File: config.mk
export PLATFORM = sky130hd
export DESIGN_NAME = ack_unit
export DESIGN_NICKNAME = d
export VERILOG_FILES = /design/src/rtl/ack_pkg.sv /design/src/rtl/ack_select.sv /design/src/rtl/ack_srcpick.sv /design/src/rtl/ack_state.sv /design/src/rtl/ack_unit.sv
export SDC_FILE = /design/constraint.sdc
export NUM_CORES = 2
export LEC_CHECK = 0
export BUFFER_PORTS_ARGS = -buffer_cell sky130_fd_sc_hd__buf_2
export CORE_AREA = 2 2 629 631
export DETAILED_ROUTE_END_ITERATION = 8
export DIE_AREA = 0 0 631 633
export SYNTH_ARGS = -nofsm -noshare
export SYNTH_HDL_FRONTEND = slang
export SYNTH_SLANG_ARGS = --single-unit
File: constraint.sdc
create_clock -name clk -period 524.9 [get_ports clk]
set_input_delay 52.49 -clock clk [delete_from_list [all_inputs] [get_ports clk]]
set_output_delay 52.49 -clock clk [all_outputs]
set_load 0.1 [all_outputs]
File: src/rtl/ack_pkg.sv
package ack_pkg;
    typedef enum logic [2:0] {
        AK_IDLE,
        AK_SPURIOUS,
        AK_HIDDEN,
        AK_SGI,
        AK_PERIPH
    } ack_kind_e;

    localparam int unsigned ID_W      = 10;
    localparam logic [ID_W-1:0] ID_NONE   = 10'd1023;
    localparam logic [ID_W-1:0] ID_HIDDEN = 10'd1022;
endpackage

File: src/rtl/ack_select.sv
module ack_select #(
    parameter int NUM_IRQ = 96,
    parameter int PRIO_W  = 8,
    localparam int IDX_W  = $clog2(NUM_IRQ)
) (
    input  logic [NUM_IRQ-1:0]        cand,
    input  logic [NUM_IRQ*PRIO_W-1:0] prio_flat,
    output logic                      found,
    output logic [IDX_W-1:0]          best_idx
);
    logic [PRIO_W-1:0] best_p;

    always_comb begin
        found    = 1'b0;
        best_idx = '0;
        best_p   = '1;
        for (int i = 0; i < NUM_IRQ; i++) begin
            if (cand[i] && (!found || prio_flat[i*PRIO_W +: PRIO_W] < best_p)) begin
                found    = 1'b1;
                best_idx = IDX_W'(i);
                best_p   = prio_flat[i*PRIO_W +: PRIO_W];
            end
        end
    end
endmodule

File: src/rtl/ack_srcpick.sv
module ack_srcpick #(
    parameter int NUM_CPU = 8,
    localparam int SRC_W  = $clog2(NUM_CPU)
) (
    input  logic [NUM_CPU-1:0] bits,
    output logic [SRC_W-1:0]   idx,
    output logic [NUM_CPU-1:0] lowest
);
    always_comb begin
        idx    = '0;
        lowest = '0;
        for (int i = NUM_CPU - 1; i >= 0; i--) begin
            if (bits[i]) begin
                idx    = SRC_W'(i);
                lowest = NUM_CPU'(1) << i;
            end
        end
    end
endmodule

File: src/rtl/ack_state.sv
module ack_state #(
    parameter int NUM_IRQ = 96,
    parameter int NUM_SGI = 16,
    parameter int NUM_CPU = 8,
    localparam int IDX_W  = $clog2(NUM_IRQ),
    localparam int SGI_W  = $clog2(NUM_SGI),
    localparam int SRC_W  = $clog2(NUM_CPU)
) (
    input  logic                       clk,
    input  logic                       rst_n,
    input  logic                       take,
    input  logic [IDX_W-1:0]           take_idx,
    input  logic [NUM_CPU-1:0]         sgi_clr_mask,
    input  logic [NUM_IRQ-1:0]         set_pend,
    input  logic                       sgi_post,
    input  logic [SGI_W-1:0]           sgi_post_id,
    input  logic [SRC_W-1:0]           sgi_post_src,
    input  logic [NUM_IRQ-1:0]         irq_level,
    input  logic [NUM_IRQ-1:0]         irq_line,
    output logic [NUM_IRQ-1:0]         pend_eff,
    output logic [NUM_IRQ-1:0]         active,
    output logic [NUM_SGI*NUM_CPU-1:0] sgi_bits
);
    localparam logic [NUM_IRQ-1:0] HW_MASK = ~((NUM_IRQ'(1) << NUM_SGI) - NUM_IRQ'(1));

    logic [NUM_IRQ-1:0] latch_q;
    logic [NUM_IRQ-1:0] take_vec;
    logic [NUM_CPU-1:0] bm_q [NUM_SGI];

    assign take_vec = take ? (NUM_IRQ'(1) << take_idx) : '0;

    always_ff @(posedge clk) begin
        if (!rst_n) begin
            latch_q <= '0;
            active  <= '0;
        end else begin
            latch_q <= ((latch_q & ~take_vec) | set_pend) & HW_MASK;
            active  <= active | take_vec;
        end
    end

    for (genvar g = 0; g < NUM_SGI; g++) begin : g_sgi
        logic [NUM_CPU-1:0] clr_g;
        logic [NUM_CPU-1:0] set_g;
        assign clr_g = (take && take_idx == IDX_W'(g)) ? sgi_clr_mask : '0;
        assign set_g = (sgi_post && sgi_post_id == SGI_W'(g)) ? (NUM_CPU'(1) << sgi_post_src) : '0;
        always_ff @(posedge clk) begin
            if (!rst_n) bm_q[g] <= '0;
            else        bm_q[g] <= (bm_q[g] & ~clr_g) | set_g;
        end
        assign sgi_bits[g*NUM_CPU +: NUM_CPU] = bm_q[g];
        assign pend_eff[g] = |bm_q[g];
    end

    for (genvar i = NUM_SGI; i < NUM_IRQ; i++) begin : g_hw
        assign pend_eff[i] = latch_q[i] | (irq_level[i] & irq_line[i]);
    end
endmodule

File: src/rtl/ack_unit.sv
module ack_unit
    import ack_pkg::*;
#(
    parameter int NUM_IRQ = 96,
    parameter int NUM_SGI = 16,
    parameter int NUM_CPU = 8,
    parameter int PRIO_W  = 8,
    parameter int DATA_W  = 32,
    localparam int IDX_W  = $clog2(NUM_IRQ),
    localparam int SGI_W  = $clog2(NUM_SGI),
    localparam int SRC_W  = $clog2(NUM_CPU)
) (
    input  logic                       clk,
    input  logic                       rst_n,
    input  logic                       ack_req,
    input  logic                       legacy_mode,
    input  logic [1:0]                 ack_grp_ok,
    input  logic [NUM_IRQ-1:0]         irq_enable,
    input  logic [NUM_IRQ-1:0]         irq_group,
    input  logic [NUM_IRQ-1:0]         irq_level,
    input  logic [NUM_IRQ-1:0]         irq_line,
    input  logic [NUM_IRQ*PRIO_W-1:0]  irq_prio,
    input  logic [NUM_IRQ-1:0]         set_pend,
    input  logic                       sgi_post,
    input  logic [SGI_W-1:0]           sgi_post_id,
    input  logic [SRC_W-1:0]           sgi_post_src,
    output logic [DATA_W-1:0]          ack_data,
    output logic [NUM_IRQ-1:0]         pend_o,
    output logic [NUM_IRQ-1:0]         active_o,
    output logic [NUM_SGI*NUM_CPU-1:0] sgi_src_o
);
    logic               found;
    logic [IDX_W-1:0]   sel_idx;
    logic               sel_is_sgi;
    logic [NUM_CPU-1:0] sel_bm;
    logic [SRC_W-1:0]   src_idx;
    logic [NUM_CPU-1:0] src_low;
    ack_kind_e          kind_d, kind_q;
    logic [DATA_W-1:0]  data_d;
    logic               take;
    logic [NUM_CPU-1:0] clr_mask;

    ack_select #(.NUM_IRQ(NUM_IRQ), .PRIO_W(PRIO_W)) u_sel (
        .cand(pend_o & irq_enable), .prio_flat(irq_prio),
        .found(found), .best_idx(sel_idx)
    );

    assign sel_is_sgi = (int'(sel_idx) < NUM_SGI);
    assign sel_bm     = sel_is_sgi ? sgi_src_o[SGI_W'(sel_idx)*NUM_CPU +: NUM_CPU] : '0;

    ack_srcpick #(.NUM_CPU(NUM_CPU)) u_src (
        .bits(sel_bm), .idx(src_idx), .lowest(src_low)
    );

    // outcome decode
    always_comb begin
        if (!ack_req)                           kind_d = AK_IDLE;
        else if (!found)                        kind_d = AK_SPURIOUS;
        else if (!ack_grp_ok[irq_group[sel_idx]]) kind_d = AK_HIDDEN;
        else if (sel_is_sgi && !legacy_mode)    kind_d = AK_SGI;
        else                                    kind_d = AK_PERIPH;
    end

    // outcome actions
    always_comb begin
        data_d   = ack_data;
        take     = 1'b0;
        clr_mask = '0;
        unique case (kind_d)
            AK_IDLE:     data_d = ack_data;
            AK_SPURIOUS: data_d = DATA_W'(ID_NONE);
            AK_HIDDEN:   data_d = DATA_W'(ID_HIDDEN);
            AK_SGI: begin
                data_d   = DATA_W'({src_idx, ID_W'(sel_idx)});
                take     = 1'b1;
                clr_mask = src_low;
            end
            AK_PERIPH: begin
                data_d   = DATA_W'(ID_W'(sel_idx));
                take     = 1'b1;
                clr_mask = '1;
            end
            default: data_d = ack_data;
        endcase
    end

    always_ff @(posedge clk) begin
        if (!rst_n) begin
            kind_q   <= AK_IDLE;
            ack_data <= '0;
        end else begin
            kind_q   <= kind_d;
            ack_data <= data_d;
        end
    end

    ack_state #(.NUM_IRQ(NUM_IRQ), .NUM_SGI(NUM_SGI), .NUM_CPU(NUM_CPU)) u_state (
        .clk(clk), .rst_n(rst_n), .take(take), .take_idx(sel_idx),
        .sgi_clr_mask(clr_mask), .set_pend(set_pend), .sgi_post(sgi_post),
        .sgi_post_id(sgi_post_id), .sgi_post_src(sgi_post_src),
        .irq_level(irq_level), .irq_line(irq_line),
        .pend_eff(pend_o), .active(active_o), .sgi_bits(sgi_src_o)
    );


    hi_bits_zero_chk: assert property (@(posedge clk) disable iff (!rst_n)
        ack_data[DATA_W-1:ID_W+SRC_W] == '0);

    data_hold_chk: assert property (@(posedge clk) disable iff (!rst_n)
        !$past(ack_req) |-> $stable(ack_data));

    reject_keeps_active_chk: assert property (@(posedge clk) disable iff (!rst_n)
        (kind_q == AK_SPURIOUS || kind_q == AK_HIDDEN) |-> active_o == $past(active_o));

    one_new_active_chk: assert property (@(posedge clk) disable iff (!rst_n)
        $onehot0(active_o & ~$past(active_o)));

    active_needs_ack_chk: assert property (@(posedge clk) disable iff (!rst_n)
        (|(active_o & ~$past(active_o))) |-> $past(ack_req));

    bare_id_chk: assert property (@(posedge clk) disable iff (!rst_n)
        kind_q == AK_PERIPH |-> ack_data[ID_W+SRC_W-1:ID_W] == '0);

    one_src_retired_chk: assert property (@(posedge clk) disable iff (!rst_n)
        kind_q == AK_SGI |-> $countones($past(sgi_src_o) & ~sgi_src_o) <= 1);
endmodule

==> flow_summary_export.csv <==
group,metric,value,unit
placement,gp_congestion,1.04,
drt,drtIter0Drc,6651,
sta,relSlewSlack,21.5,%
global_route,grt_first_pass_wirelength,581,mm
synth,async_reset_ff_share,0,%
synth,yosys-top-cells-count,"nand2_1 (945), nor2_1 (641), a21oi_1 (553)",
cts,cts_root_buf,"clkbuf_16",
sta,finClkSkew,0.0712,ns
synth,syn_avg_cell_area,7.54,µm²
min_path,hold_class,"register to register",
cts,clkTransAtPathRegs,0.07,ns
cts,post-cts-setup-buffers,0,
sta,period_minus_slack,273.61,ns
global_route,overflow,0,
worst_setup_path,cp-end-kind,"register",
synth,synth_cells,7494,
synth,synthTopCellsByArea,"dfxtp_1 (11%), ha_1 (11%), nand2_1 (6.3%)",
sta,max_slew.worst_pin.slew,1.14,ns
worst_setup_path,crit_path_max_fanout,52,
floorplanning,start_util,14.4,%
worst_setup_path,timing.critical_path.mode_cell,"a21oi_1",
synth,ys.flop_type,"dfxtp_1",
floorplanning,rows,230,
worst_setup_path,cp-start-kind,"input port",
layout,layout.nets,10600,
floorplanning,die_area,399000,µm²
synth,synth_area_leader_cell,"dfxtp_1",
floorplanning,die_h,633,µm
floorplanning,coreArea,392000,µm²
layout,area_growth,23.5,%
synth,ys_warn_count,0,
global_route,gr-usage-all-layers,21.6,%
floorplanning,die_width,631,µm
sta,hold_viol_final,0,
cts,cts_resized,0,
sta,rsz0062_at_grt,"false",
global_route,grt_antenna_before_repair,410,
sta,fmax,0.00365,GHz
cts,clk_path_buf_depth,3,
synth,yosys.cell_types.count,206,
drt,routed_wl,455,mm
worst_setup_path,cp.required,525.35,ns
flow_run,max-cap-violations,0,
global_route,grt_pass1_vias,62000,
cts,clk_latency,0.65,ns
worst_setup_path,slowest_stage,"o21ai_0",
drt,vias,68200,
cts,numCtsBuffers,36,
cts,ctsHoldBuffers,0,
floorplanning,ios,1614,
cts,h-tree-depth,2,
sta,setup_viol,0,
worst_setup_path,slowest_delay,0.93,ns
outcome,status,"completed",
drt,remaining_drc_errors,0,
synth,synth-edff-count,0,
drt,drt_first_pass_iters,8,
sta,fin_tns_setup,0,ns
layout,nFillCells,45000,
worst_setup_path,crit_type,"input port to register",
placement,io_buffers,1546,
synth,syn_area,56500,µm²
placement,dp_hpwl,406,mm
synth,synth_top_area_share,11.2,%
drt,via_per_inst,4.78,
sta,period_share,52.1,%
global_route,grt_start_max_net_pins,89,
sta,slew_viol_final,0,
synth,synth-seq-area-share,11.2,%
synth,yosysMostFrequentCell,"nand2_1",
cts,cts_sinks,315,
synth,ys_ff_latch,315,
drt,wl_per_cell,31.9,µm
drt,drtAntennaViolNets,0,
layout,drive_gt1_share,30.0,%
cts,cts_tree,"done",
worst_setup_path,arrival,274.05,ns
-- critical path: cells and delay by family --
kind	cells	cell delay, ns
adders and majority gates	91	27.46
AOI/OAI and AO/OA	472	111.56
muxes	44	14.87
buffers and inverters	46	7.36
and+or+nand+nor	242	50.10
-- flip-flops by register name (all words and copies together), names as in the netlist --
| signal | cells |
|---|---|
| u_state.latch_q | 80 |
| u_state.active | 96 |
| u_state.bm_q | 128 |
| ack_data | 11 |
-- metrics by stage --
stage                     setup WS (ns)  hold WS [ns]  instance area, µm²  utilization (%)  std cells
final                            251.30         0.449               69800             17.8      14300
after global routing             234.60         0.468               69600             17.7      14200
after CTS                        253.40         0.448               69400             17.7      14100
after detailed placement         253.60         0.438               68100             17.4      14000
after global placement           254.22         0.432               68100             17.4      14000
after floorplan                  293.07         0.428               56600                -       7512
-- layout by cell type (no fill, tap or decap), types with 37 or more instances in the layout --
cell type	netlist	routed
ha_1	479	479
buf_4	51	85
a211oi_1	57	57
a31oi_1	63	63
maj3_1	41	41
mux2_2	78	78
or2_2	51	51
o22ai_1	43	43
a21boi_0	37	37
nand3_1	141	141
o211ai_1	88	88
buf_2	21	1545
and2_2	54	56
mux2i_1	257	256
and2_1	40	38
dfxtp_1	315	315
nand2b_1	40	39
a21o_1	217	217
inv_1	429	429
o21ai_1	134	137
nand4_1	97	97
nor3_1	171	170
a21o_2	46	46
a21oi_1	553	552
o21a_1	61	60
nor2_1	641	640
nand2_1	945	942
a21oi_2	54	55
diode_2	0	165
o31ai_1	59	58
nor4_1	71	67
o21ai_0	514	510
and3_1	37	37
and3_2	46	46
nor2b_1	42	42
-- final timing paths --
check                          start            endpoint  slack (ns)  cells past startpoint
setup / recovery       irq_enable[0]  u_state.active[83]      251.30                    895
hold / removal    u_state.active[70]  u_state.active[70]        0.45                      2
setup reg to reg  u_state.bm_q[0][7]  u_state.active[83]      302.31                    938
hold reg to reg   u_state.active[70]  u_state.active[70]        0.45                      2
-- layer usage --
metal | share of wire, % | vias up | wire length, µm | track usage (%)
met3 | 11 | 1092 | 50500 | 8.89
met2 | 45 | 3504 | 206000 | 35.1
met5 | 0.39 | - | 1770 | 0.507
met4 | 6.0 | 230 | 27300 | 11.6
li1 | - | 30900 | - | -
met1 | 37 | 32400 | 169000 | 24.0
-- logic make-up after synthesis --
group	count (synthesis)	share of synthesized area, %
and+or+nand+nor	2726	24.5
AOI/OAI and AO/OA	2688	34.8
buffers and inverters	767	9.04
adders and majority gates	523	11.4
muxes	420	8.23
DFF	315	11.2
xor gates and xnor gates	54	0.890
other	1	0.00664
-- area by class of cell --
cell class / instances / area (µm²) / share of cell area (%)
clock inverters: 18 / 264 / 0.378
well taps: 5220 / 6530 / 9.36
clock buffers: 44 / 991 / 1.42
inverters: 432 / 1630 / 2.33
repair buffers: 1631 / 8390 / 12.0
flip-flops and latches: 315 / 6310 / 9.04
diodes: 165 / 413 / 0.592
multi-input cells: 6430 / 45300 / 64.9
Power is not shown: default switching activity piles up to over one toggle a cycle in this logic, so the estimate is an artifact.
